**src/rtl/dma2d_pkg.sv**
```systemverilog
package dma2d_pkg;
  typedef enum logic [1:0] {
    ES_BYTE = 2'd0,
    ES_HALF = 2'd1,
    ES_WORD = 2'd2,
    ES_WRD2 = 2'd3
  } esize_e;

  // shift amount applied to a step for a given element size
  function automatic logic [1:0] esize_shift(input logic [1:0] code);
    case (code)
      ES_BYTE: esize_shift = 2'd0;
      ES_HALF: esize_shift = 2'd1;
      default: esize_shift = 2'd2;
    endcase
  endfunction
endpackage

```
**src/rtl/dma2d_step_scale.sv**
```systemverilog
module dma2d_step_scale #(
  parameter int SW = 16,
  parameter int AW = 32
) (
  input  logic [SW-1:0] step,
  input  logic [1:0]    esize,
  output logic [AW-1:0] delta
);
  import dma2d_pkg::*;
  localparam int EXT = AW - SW;

  logic [AW-1:0] ext;
  logic [1:0]    sh;

  generate
    if (EXT > 0) begin : g_ext
      assign ext = {{EXT{step[SW-1]}}, step};
    end else begin : g_trunc
      assign ext = step[AW-1:0];
    end
  endgenerate

  always_comb begin
    sh    = esize_shift(esize);
    delta = ext << sh;
  end
endmodule

```
**src/rtl/dma2d_cnt.sv**
```systemverilog
module dma2d_cnt #(
  parameter int CW = 16
) (
  input  logic        clk,
  input  logic        rst_n,
  input  logic        load,
  input  logic [CW:0] load_val,
  input  logic        dec,
  output logic [CW:0] rem,
  output logic        at_one
);
  logic [CW:0] rem_q;

  always_ff @(posedge clk or negedge rst_n) begin
    if (!rst_n)    rem_q <= '0;
    else if (load) rem_q <= load_val;
    else if (dec)  rem_q <= rem_q - 1'b1;
  end

  assign rem    = rem_q;
  assign at_one = (rem_q == {{CW{1'b0}}, 1'b1});
endmodule

```
**src/rtl/dma2d_agen.sv**
```systemverilog
module dma2d_agen #(
  parameter int AW = 32,
  parameter int CW = 16,
  parameter int SW = 16
) (
  input  logic          clk,
  input  logic          rst_n,
  input  logic [AW-1:0] cfg_start_addr,
  input  logic [CW-1:0] cfg_x_count,
  input  logic [CW-1:0] cfg_y_count,
  input  logic [SW-1:0] cfg_x_step,
  input  logic [SW-1:0] cfg_y_step,
  input  logic [1:0]    cfg_esize,
  input  logic          cfg_two_d,
  input  logic          cfg_auto,
  input  logic          cfg_irq_row,
  input  logic          start,
  output logic          addr_valid,
  input  logic          addr_ready,
  output logic [AW-1:0] addr_data,
  output logic          busy,
  output logic          done,
  output logic          irq
);
  localparam logic [CW:0] FULL_CNT = {1'b1, {CW{1'b0}}};

  logic          busy_q, auto_q, twod_q, irqrow_q, done_q, irq_q;
  logic [AW-1:0] base_q, addr_q, xinc_q, yinc_q;
  logic [CW:0]   xload_q, yload_q;
  logic [AW-1:0] xinc_d, yinc_d;
  logic [CW:0]   xeff, yeff;
  logic [CW:0]   xrem, yrem;
  logic          x_last, y_last;
  logic          take, hs, row_end, frame_end;

  // zero count means the full 2^CW range
  assign xeff = (cfg_x_count == '0) ? FULL_CNT : {1'b0, cfg_x_count};
  assign yeff = (cfg_y_count == '0) ? FULL_CNT : {1'b0, cfg_y_count};

  dma2d_step_scale #(.SW(SW), .AW(AW)) u_xs (
    .step(cfg_x_step), .esize(cfg_esize), .delta(xinc_d));
  dma2d_step_scale #(.SW(SW), .AW(AW)) u_ys (
    .step(cfg_y_step), .esize(cfg_esize), .delta(yinc_d));

  assign take      = start & ~busy_q;
  assign hs        = busy_q & addr_ready;
  assign row_end   = x_last;
  assign frame_end = x_last & (~twod_q | y_last);

  dma2d_cnt #(.CW(CW)) u_xcnt (
    .clk(clk), .rst_n(rst_n),
    .load(take | (hs & row_end)),
    .load_val(take ? xeff : xload_q),
    .dec(hs & ~row_end),
    .rem(xrem), .at_one(x_last));

  dma2d_cnt #(.CW(CW)) u_ycnt (
    .clk(clk), .rst_n(rst_n),
    .load(take | (hs & frame_end)),
    .load_val(take ? yeff : yload_q),
    .dec(hs & row_end & ~frame_end),
    .rem(yrem), .at_one(y_last));

  always_ff @(posedge clk or negedge rst_n) begin
    if (!rst_n) begin
      busy_q   <= 1'b0;
      auto_q   <= 1'b0;
      twod_q   <= 1'b0;
      irqrow_q <= 1'b0;
      base_q   <= '0;
      addr_q   <= '0;
      xinc_q   <= '0;
      yinc_q   <= '0;
      xload_q  <= '0;
      yload_q  <= '0;
      done_q   <= 1'b0;
      irq_q    <= 1'b0;
    end else begin
      done_q <= hs & frame_end & ~auto_q;
      irq_q  <= hs & (frame_end | (row_end & irqrow_q));
      if (take) begin
        busy_q   <= 1'b1;
        auto_q   <= cfg_auto;
        twod_q   <= cfg_two_d;
        irqrow_q <= cfg_irq_row;
        base_q   <= cfg_start_addr;
        addr_q   <= cfg_start_addr;
        xinc_q   <= xinc_d;
        yinc_q   <= yinc_d;
        xload_q  <= xeff;
        yload_q  <= yeff;
      end else if (hs) begin
        if (frame_end) begin
          addr_q <= base_q;
          if (!auto_q) busy_q <= 1'b0;
        end else if (row_end) begin
          addr_q <= addr_q + yinc_q;
        end else begin
          addr_q <= addr_q + xinc_q;
        end
      end
    end
  end

  assign addr_valid = busy_q;
  assign addr_data  = addr_q;
  assign busy       = busy_q;
  assign done       = done_q;
  assign irq        = irq_q;
endmodule

```
**config.mk**
```make
export PLATFORM = sky130hd
export DESIGN_NAME = dma2d_agen
export DESIGN_NICKNAME = d
export VERILOG_FILES = /design/src/rtl/dma2d_pkg.sv /design/src/rtl/dma2d_step_scale.sv /design/src/rtl/dma2d_cnt.sv /design/src/rtl/dma2d_agen.sv
export SDC_FILE = /design/constraint.sdc
export NUM_CORES = 1
export LEC_CHECK = 0
export BUFFER_PORTS_ARGS = -buffer_cell sky130_fd_sc_hd__buf_2
export CORE_MARGIN = 10
export CORE_UTILIZATION = 50
export DETAILED_ROUTE_END_ITERATION = 7
export MAX_ROUTING_LAYER = met4
export PLACE_DENSITY = 0.71
export SYNTH_ARGS = -nofsm -noshare
export SYNTH_HDL_FRONTEND = slang
export SYNTH_SLANG_ARGS = --single-unit
export TNS_END_PERCENT = 100
```
**constraint.sdc**
```tcl
create_clock -name clk -period 7.6 [get_ports clk]
set_clock_uncertainty 0.1 [all_clocks]
set_input_delay 0.76 -clock clk [delete_from_list [all_inputs] [get_ports clk]]
set_output_delay 0.76 -clock clk [all_outputs]
set_load 0.005 [all_outputs]
```
Word-level counts from Yosys, hierarchy flattened
Cells that the tools add are included.

cells by class
  add/sub/neg operators = 4
  equal/unequal tests = 4
  shifts and indexed selects = 2
  mux-type cells = 17
  bitwise gates (word level) = 19
  reductions and logical operators = 8

operators with widths
  operator                                                                 count
  17-bit two-way mux                                                       8
  32-bit two-way mux                                                       4
  32-bit adder                                                             2
  32-bit by 2-bit << shifter with 32-bit output                            2
  17-bit by 1-bit == test with 1-bit output, second input constant         2
  17-bit by 1-bit subtractor with 17-bit output, second input constant     2
  16-bit logical NOT                                                       2
  1-bit bitwise AND                                                        10
  2-bit nonzero test                                                       4
  1-bit inverter                                                           5
  1-bit two-way mux                                                        4
  1-bit OR                                                                 4
  2-bit one-hot mux with 2 select lines                                    1
  3-bit AND reduction                                                      1
  2-bit by 1-bit == test with 1-bit output, second input constant          1
  2-bit logical NOT                                                        1
  2-bit by 1-bit inequality test with 1-bit output, second input constant  1

storage, ports and cells
  flip-flop bits (word level) = 202
  input bits = 105
  output and inout port bits = 36
  logic and storage cells = 68

Logic depth before layout (Yosys ltp)
  depth after elaboration = 7
  gate-level depth with buffers = 19
  depth with buffers taken out = 17

Modules after synthesis
A second synthesis with hierarchy kept.

unflattened totals
  cell total of the unflattened synthesis = 1354
  area, all modules = 11664.9 µm²

by module, submodules not included
  module            instances  cells each  area an instance (µm²)  seq. area each (µm²)
  dma2d_agen        1          1010        8852.2                  4204.0
  dma2d_cnt         2          106         958.4                   425.4
  dma2d_step_scale  2          66          447.9                   0.0

Worst setup path before layout
OpenSTA, ideal clock, no wires.

  kind = reg2reg
  from = register u_xcnt.rem_q[12] (netlist: u_xcnt.rem[12])
  to = register addr_q[29] (netlist: addr_data[29])
  library setup time = 143 ps
  arrival time = 4139 ps
  required time = 7357 ps
  slack = 3218 ps
  stages on the path, launching flop included = 17
  path buffers = 2
  period minus slack after synthesis = 4382 ps
  cell sequence = dfrtp_1 or4_4 or3_4 or3_4 buf_6 clkbuf_1 nand2_1 nand2_1 ha_1 a21oi_1 o2111ai_1 a211oi_1 a21oi_1 a221o_1 a2111oi_0 or3_1 a31oi_1

between the ends
  word-level cells in the longest chain between the ends = 5
  elaborated cells between the ends (all ways) = 6
  those cells by class = 1 x eq/ne; 4 x mux; 1 x bitwise

ends and longest elaborated chain
  what                                                     line                                text
  start, declared                                          dma2d_cnt.sv:12                     logic [CW:0] rem_q;
  start signal, assigned                                   dma2d_cnt.sv:16                     else if (load) rem_q <= load_val;
  start signal, assigned                                   dma2d_cnt.sv:17                     else if (dec) rem_q <= rem_q - 1'b1;
  17-bit by 1-bit == test with 1-bit output (*)            dma2d_cnt.sv:21                     assign at_one = (rem_q == {{CW{1'b0}}, 1'b1});
  32-bit two-way mux or 1-bit bitwise AND (tied branches)  dma2d_agen.sv:96, dma2d_agen.sv:48
  32-bit two-way mux (*)                                   dma2d_agen.sv:93                    if (frame_end) begin
  32-bit two-way mux (*)                                   dma2d_agen.sv:92                    end else if (hs) begin
  32-bit two-way mux (*)                                   dma2d_agen.sv:81                    if (take) begin
  end signal, assigned                                     dma2d_agen.sv:94                    addr_q <= base_q;
  end signal, assigned                                     dma2d_agen.sv:97                    addr_q <= addr_q + yinc_q;
  end signal, assigned                                     dma2d_agen.sv:99                    addr_q <= addr_q + xinc_q;
  end, declared                                            dma2d_agen.sv:28                    logic [AW-1:0] base_q, addr_q, xinc_q, yinc_q;

Every way passes the cells marked *; elsewhere a longest branch is shown, timed or not. The select of a mux whose other input is x is not followed.
A chain may end at the register's enable or synchronous reset.

Worst setup path after layout
Ends and elaborated chain as after synthesis.

==> results.sh <==
export IMPL_synth_top_area_cell="dfrtp_1"
export IMPL_path_cells="or4_4 > or3_4 > or3_4 > nand2_1 > nand2_1 > ha_1 > a211oi_1 > nor2_1 > a211oi_1 > a21oi_1 > a221o_1 > a2111oi_0 > o21ai_0 > a31oi_1"
export IMPL_place_ws_ps=2990
export IMPL_status="completed"
export IMPL_grtUsageTotal_pct=22.1
export IMPL_die_y_um=163
export IMPL_synth_warnings=0
export IMPL_area_growth_pct=13.8
export IMPL_stdcell_count=1601
export IMPL_core_um2=20200
export IMPL_end_kind="register"
export IMPL_synth_seq_area_share_pct=43.1
export IMPL_die_area_um2=26600
export IMPL_netlist_top_cells_area="dfrtp_1 (43%), nand2_1 (11%), a21oi_1 (5.6%)"
export IMPL_place_gp_congestion=0.907
export IMPL_drv_cap=0
export IMPL_syn_area_um2=10200
export IMPL_max_freq_mhz=212
export IMPL_drive_gt1_share_pct=15.1
export IMPL_synth_top_area_share_pct=43.1
export IMPL_tns_ps=0
export IMPL_worstPathRequired_ps=7850
export IMPL_synth_net_count=1364
export IMPL_overflow=0
export IMPL_relSlewSlack_pct=12.8
export IMPL_cts_clk_slew_worst_paths_ps=70
export IMPL_critical_path_class="register to register"
export IMPL_synth_distinct_cells=65
export IMPL_dieWidth_um=163
export IMPL_cts_resized=0
export IMPL_place_inst=1570
export IMPL_timing_final_ws_setup_ps=2880
export IMPL_grt_max_degree=110
export IMPL_ys_flop_type="dfrtp_1"
export IMPL_finalCritPeriodShare_pct=62.1
export IMPL_crit_path_start_kind="register"
export IMPL_slowest_delay_ps=560
export IMPL_start_util_pct=50.7
export IMPL_r2r_slack_ps=2880
export IMPL_cts_setup_buffers=0
export IMPL_drtIter0Drc=749
export IMPL_routedWlPerCell_um=18.0
export IMPL_cts_hold_buf=0
export IMPL_worst_r2r_path_depth=14
export IMPL_post_dp_hpwl_mm=19.9
export IMPL_nFillCells=1867
export IMPL_wl_mm=28.8
export IMPL_via_count=9341
export IMPL_rows=52
export IMPL_ir_drop_v=0.000188
export IMPL_leakage_nw=5.54
export IMPL_r2r_end="addr_data[29]"
export IMPL_fin_crit_ps=4720
export IMPL_drtPass1Iterations=7
export IMPL_cts_tree="built"
export IMPL_netlist_instances=1221
export IMPL_hold_viol=0
export IMPL_cts_sinks=176
export IMPL_grt_pass1_vias=8963
export IMPL_ys_ff_latch=176
export IMPL_nets=1462
export IMPL_diodes=0
export IMPL_path_buf_inv=0
export IMPL_async_flop_share_pct=100
export IMPL_grt_pass1_wl_mm=46.8
export IMPL_critPathTopFamily="compound AO/OA/AOI/OAI gates"
export IMPL_h_tree_depth=4
export IMPL_crit_fanout=22
export IMPL_worst_slew_pin_slew_ps=1290
export IMPL_syn_avg_cell_area_um2=8.37
export IMPL_cts_root_buf="clkbuf_16"
export IMPL_routed_via_density=5.83
export IMPL_p_per_area_nw_per_um2=382
export IMPL_post_route_drc_count=0
export IMPL_hold_ws_ps=320
export IMPL_detail_route_antenna_nets=0
export IMPL_hp_class="primary input to asynchronous set/reset pin"
export IMPL_antenna_found_initial=0
export IMPL_reg2reg_from="u_xcnt.rem[12]"
export IMPL_io_pins=141
export IMPL_clockBufferDepth=2
export IMPL_cp_arrival_ps=4970
export IMPL_crit_slowest_cell="or4_4"
export IMPL_cts_buffers=17
export IMPL_worstSkewPairLatency_ps=430
export IMPL_setup_violations=0
export IMPL_rsz0062_at_grt="false"
export IMPL_slew_violations=0
export IMPL_numPortBuffers=140
export IMPL_synth_edf_count=0
-- through the flow --
| step | cell area [µm²] | util, % | total power, mW |
|---|---|---|---|
| 2_1_floorplan | 10200 | - | 2.99 |
| 3_3_place_gp | 11100 | 54.9 | 3.52 |
| 3_5_place_dp | 11100 | 54.9 | 3.58 |
| 4_1_cts | 11600 | 57.7 | 4.45 |
| 5_1_grt | 11600 | 57.7 | 4.80 |
| 6_report | 11600 | 57.7 | 4.45 |
-- cell type report --
| class | count | area (µm²) | area share, % |
|---|---|---|---|
| multi-input cells | 955 | 5470 | 47.0 |
| flip-flops and latches | 176 | 4400 | 37.9 |
| well taps | 270 | 338 | 2.90 |
| clock inverters | 14 | 131 | 1.13 |
| clock buffers | 17 | 425 | 3.66 |
| repair buffers | 153 | 805 | 6.91 |
| inverters | 16 | 60.1 | 0.516 |
-- registers in the layout, indices dropped and copies added, names as in the netlist --
signal and cells:
u_ycnt.rem 17, base_q 32, addr_data 32, irqrow_q 1, twod_q 1, done 1
u_xcnt.rem 17, irq 1, yinc_q 19, xload_q 17, yload_q 17, xinc_q 19
auto_q 1, addr_valid 1
-- power by group --
group          internal, mW  leakage, nW  switching, mW  total (mW)
logic                 0.857         3.12           1.15        2.01
registers              1.30         2.16          0.291        1.59
clock network         0.454        0.263          0.396       0.849
total                  2.61         5.54           1.84        4.45
-- kinds of logic (layout without fill, tap and decap cells) --
logic type	after synthesis	in the layout	synth area share (%)
DFF	176	176	43.1
xor gates and xnor gates	23	23	2.04
buffers and inverters	90	200	3.55
muxes	38	38	3.72
adders and majority gates	38	38	4.73
and+or+nand+nor	491	491	20.8
AOI/OAI and AO/OA	365	365	22.1
-- layout by cell type (no fill, tap or decap), types with 4 or more instances in the layout --
master | synthesis | layout
nand2_1 | 286 | 286
dfrtp_1 | 176 | 176
buf_2 | 8 | 139
a21oi_1 | 114 | 114
o21ai_0 | 102 | 102
nor2_1 | 87 | 86
mux2i_1 | 38 | 38
ha_1 | 37 | 37
a22o_1 | 34 | 34
nor3_1 | 29 | 29
o22ai_1 | 26 | 26
nand3_1 | 25 | 25
clkbuf_16 | 0 | 17
inv_1 | 16 | 16
xnor2_1 | 15 | 15
buf_4 | 2 | 13
a21o_1 | 12 | 12
a211oi_1 | 12 | 12
nor4_1 | 11 | 11
a31oi_1 | 11 | 11
or3_1 | 10 | 10
nand2b_1 | 10 | 9
nand4_1 | 7 | 7
xor2_1 | 7 | 7
a22oi_1 | 6 | 6
o211ai_1 | 6 | 6
and2_1 | 5 | 5
o31ai_1 | 4 | 4
a311oi_1 | 4 | 4
a211o_1 | 4 | 4
clkinvlp_4 | 0 | 4
inv_6 | 0 | 4
-- synthesized netlist by cell type, drive strengths merged (10+ instances only) --
cell type and instances:
or3 13, xnor2 16, nor3 29, dfrtp 176, ha 37, nand2b 10, a21o 12, clkbuf 48
buf 26, a22o 34, o21ai 103, a21oi 114, a31oi 11, inv 16, a211oi 13, nor2 87
nor4 11, nand2 289, o22ai 26, nand3 25, mux2i 38
-- how the worst max path moves through the flow --
stage | endpoint | start | cells past startpoint | slack (ps)
finish | addr_data[29] | u_xcnt.rem[12] | 14 | 2880
global route | addr_data[29] | u_xcnt.rem[12] | 14 | 2500
CTS | addr_data[29] | u_xcnt.rem[12] | 14 | 2870
detailed placement | addr_data[29] | u_xcnt.rem[12] | 14 | 2990
global placement | addr_data[29] | u_xcnt.rem[12] | 14 | 3070
floorplan | addr_data[29] | u_xcnt.rem[12] | 16 | 3220
-- routing by layer --
layer  global-route usage [%]  up-vias  share of wire (%)
met1                     30.5     4459                 47
li1                         -     4534                  -
met5                        -        -                  0
met4                     5.94        0                1.6
met3                     3.79       36                6.0
met2                     33.0      312                 45
Note: power is estimated with default switching activity, not from simulation.
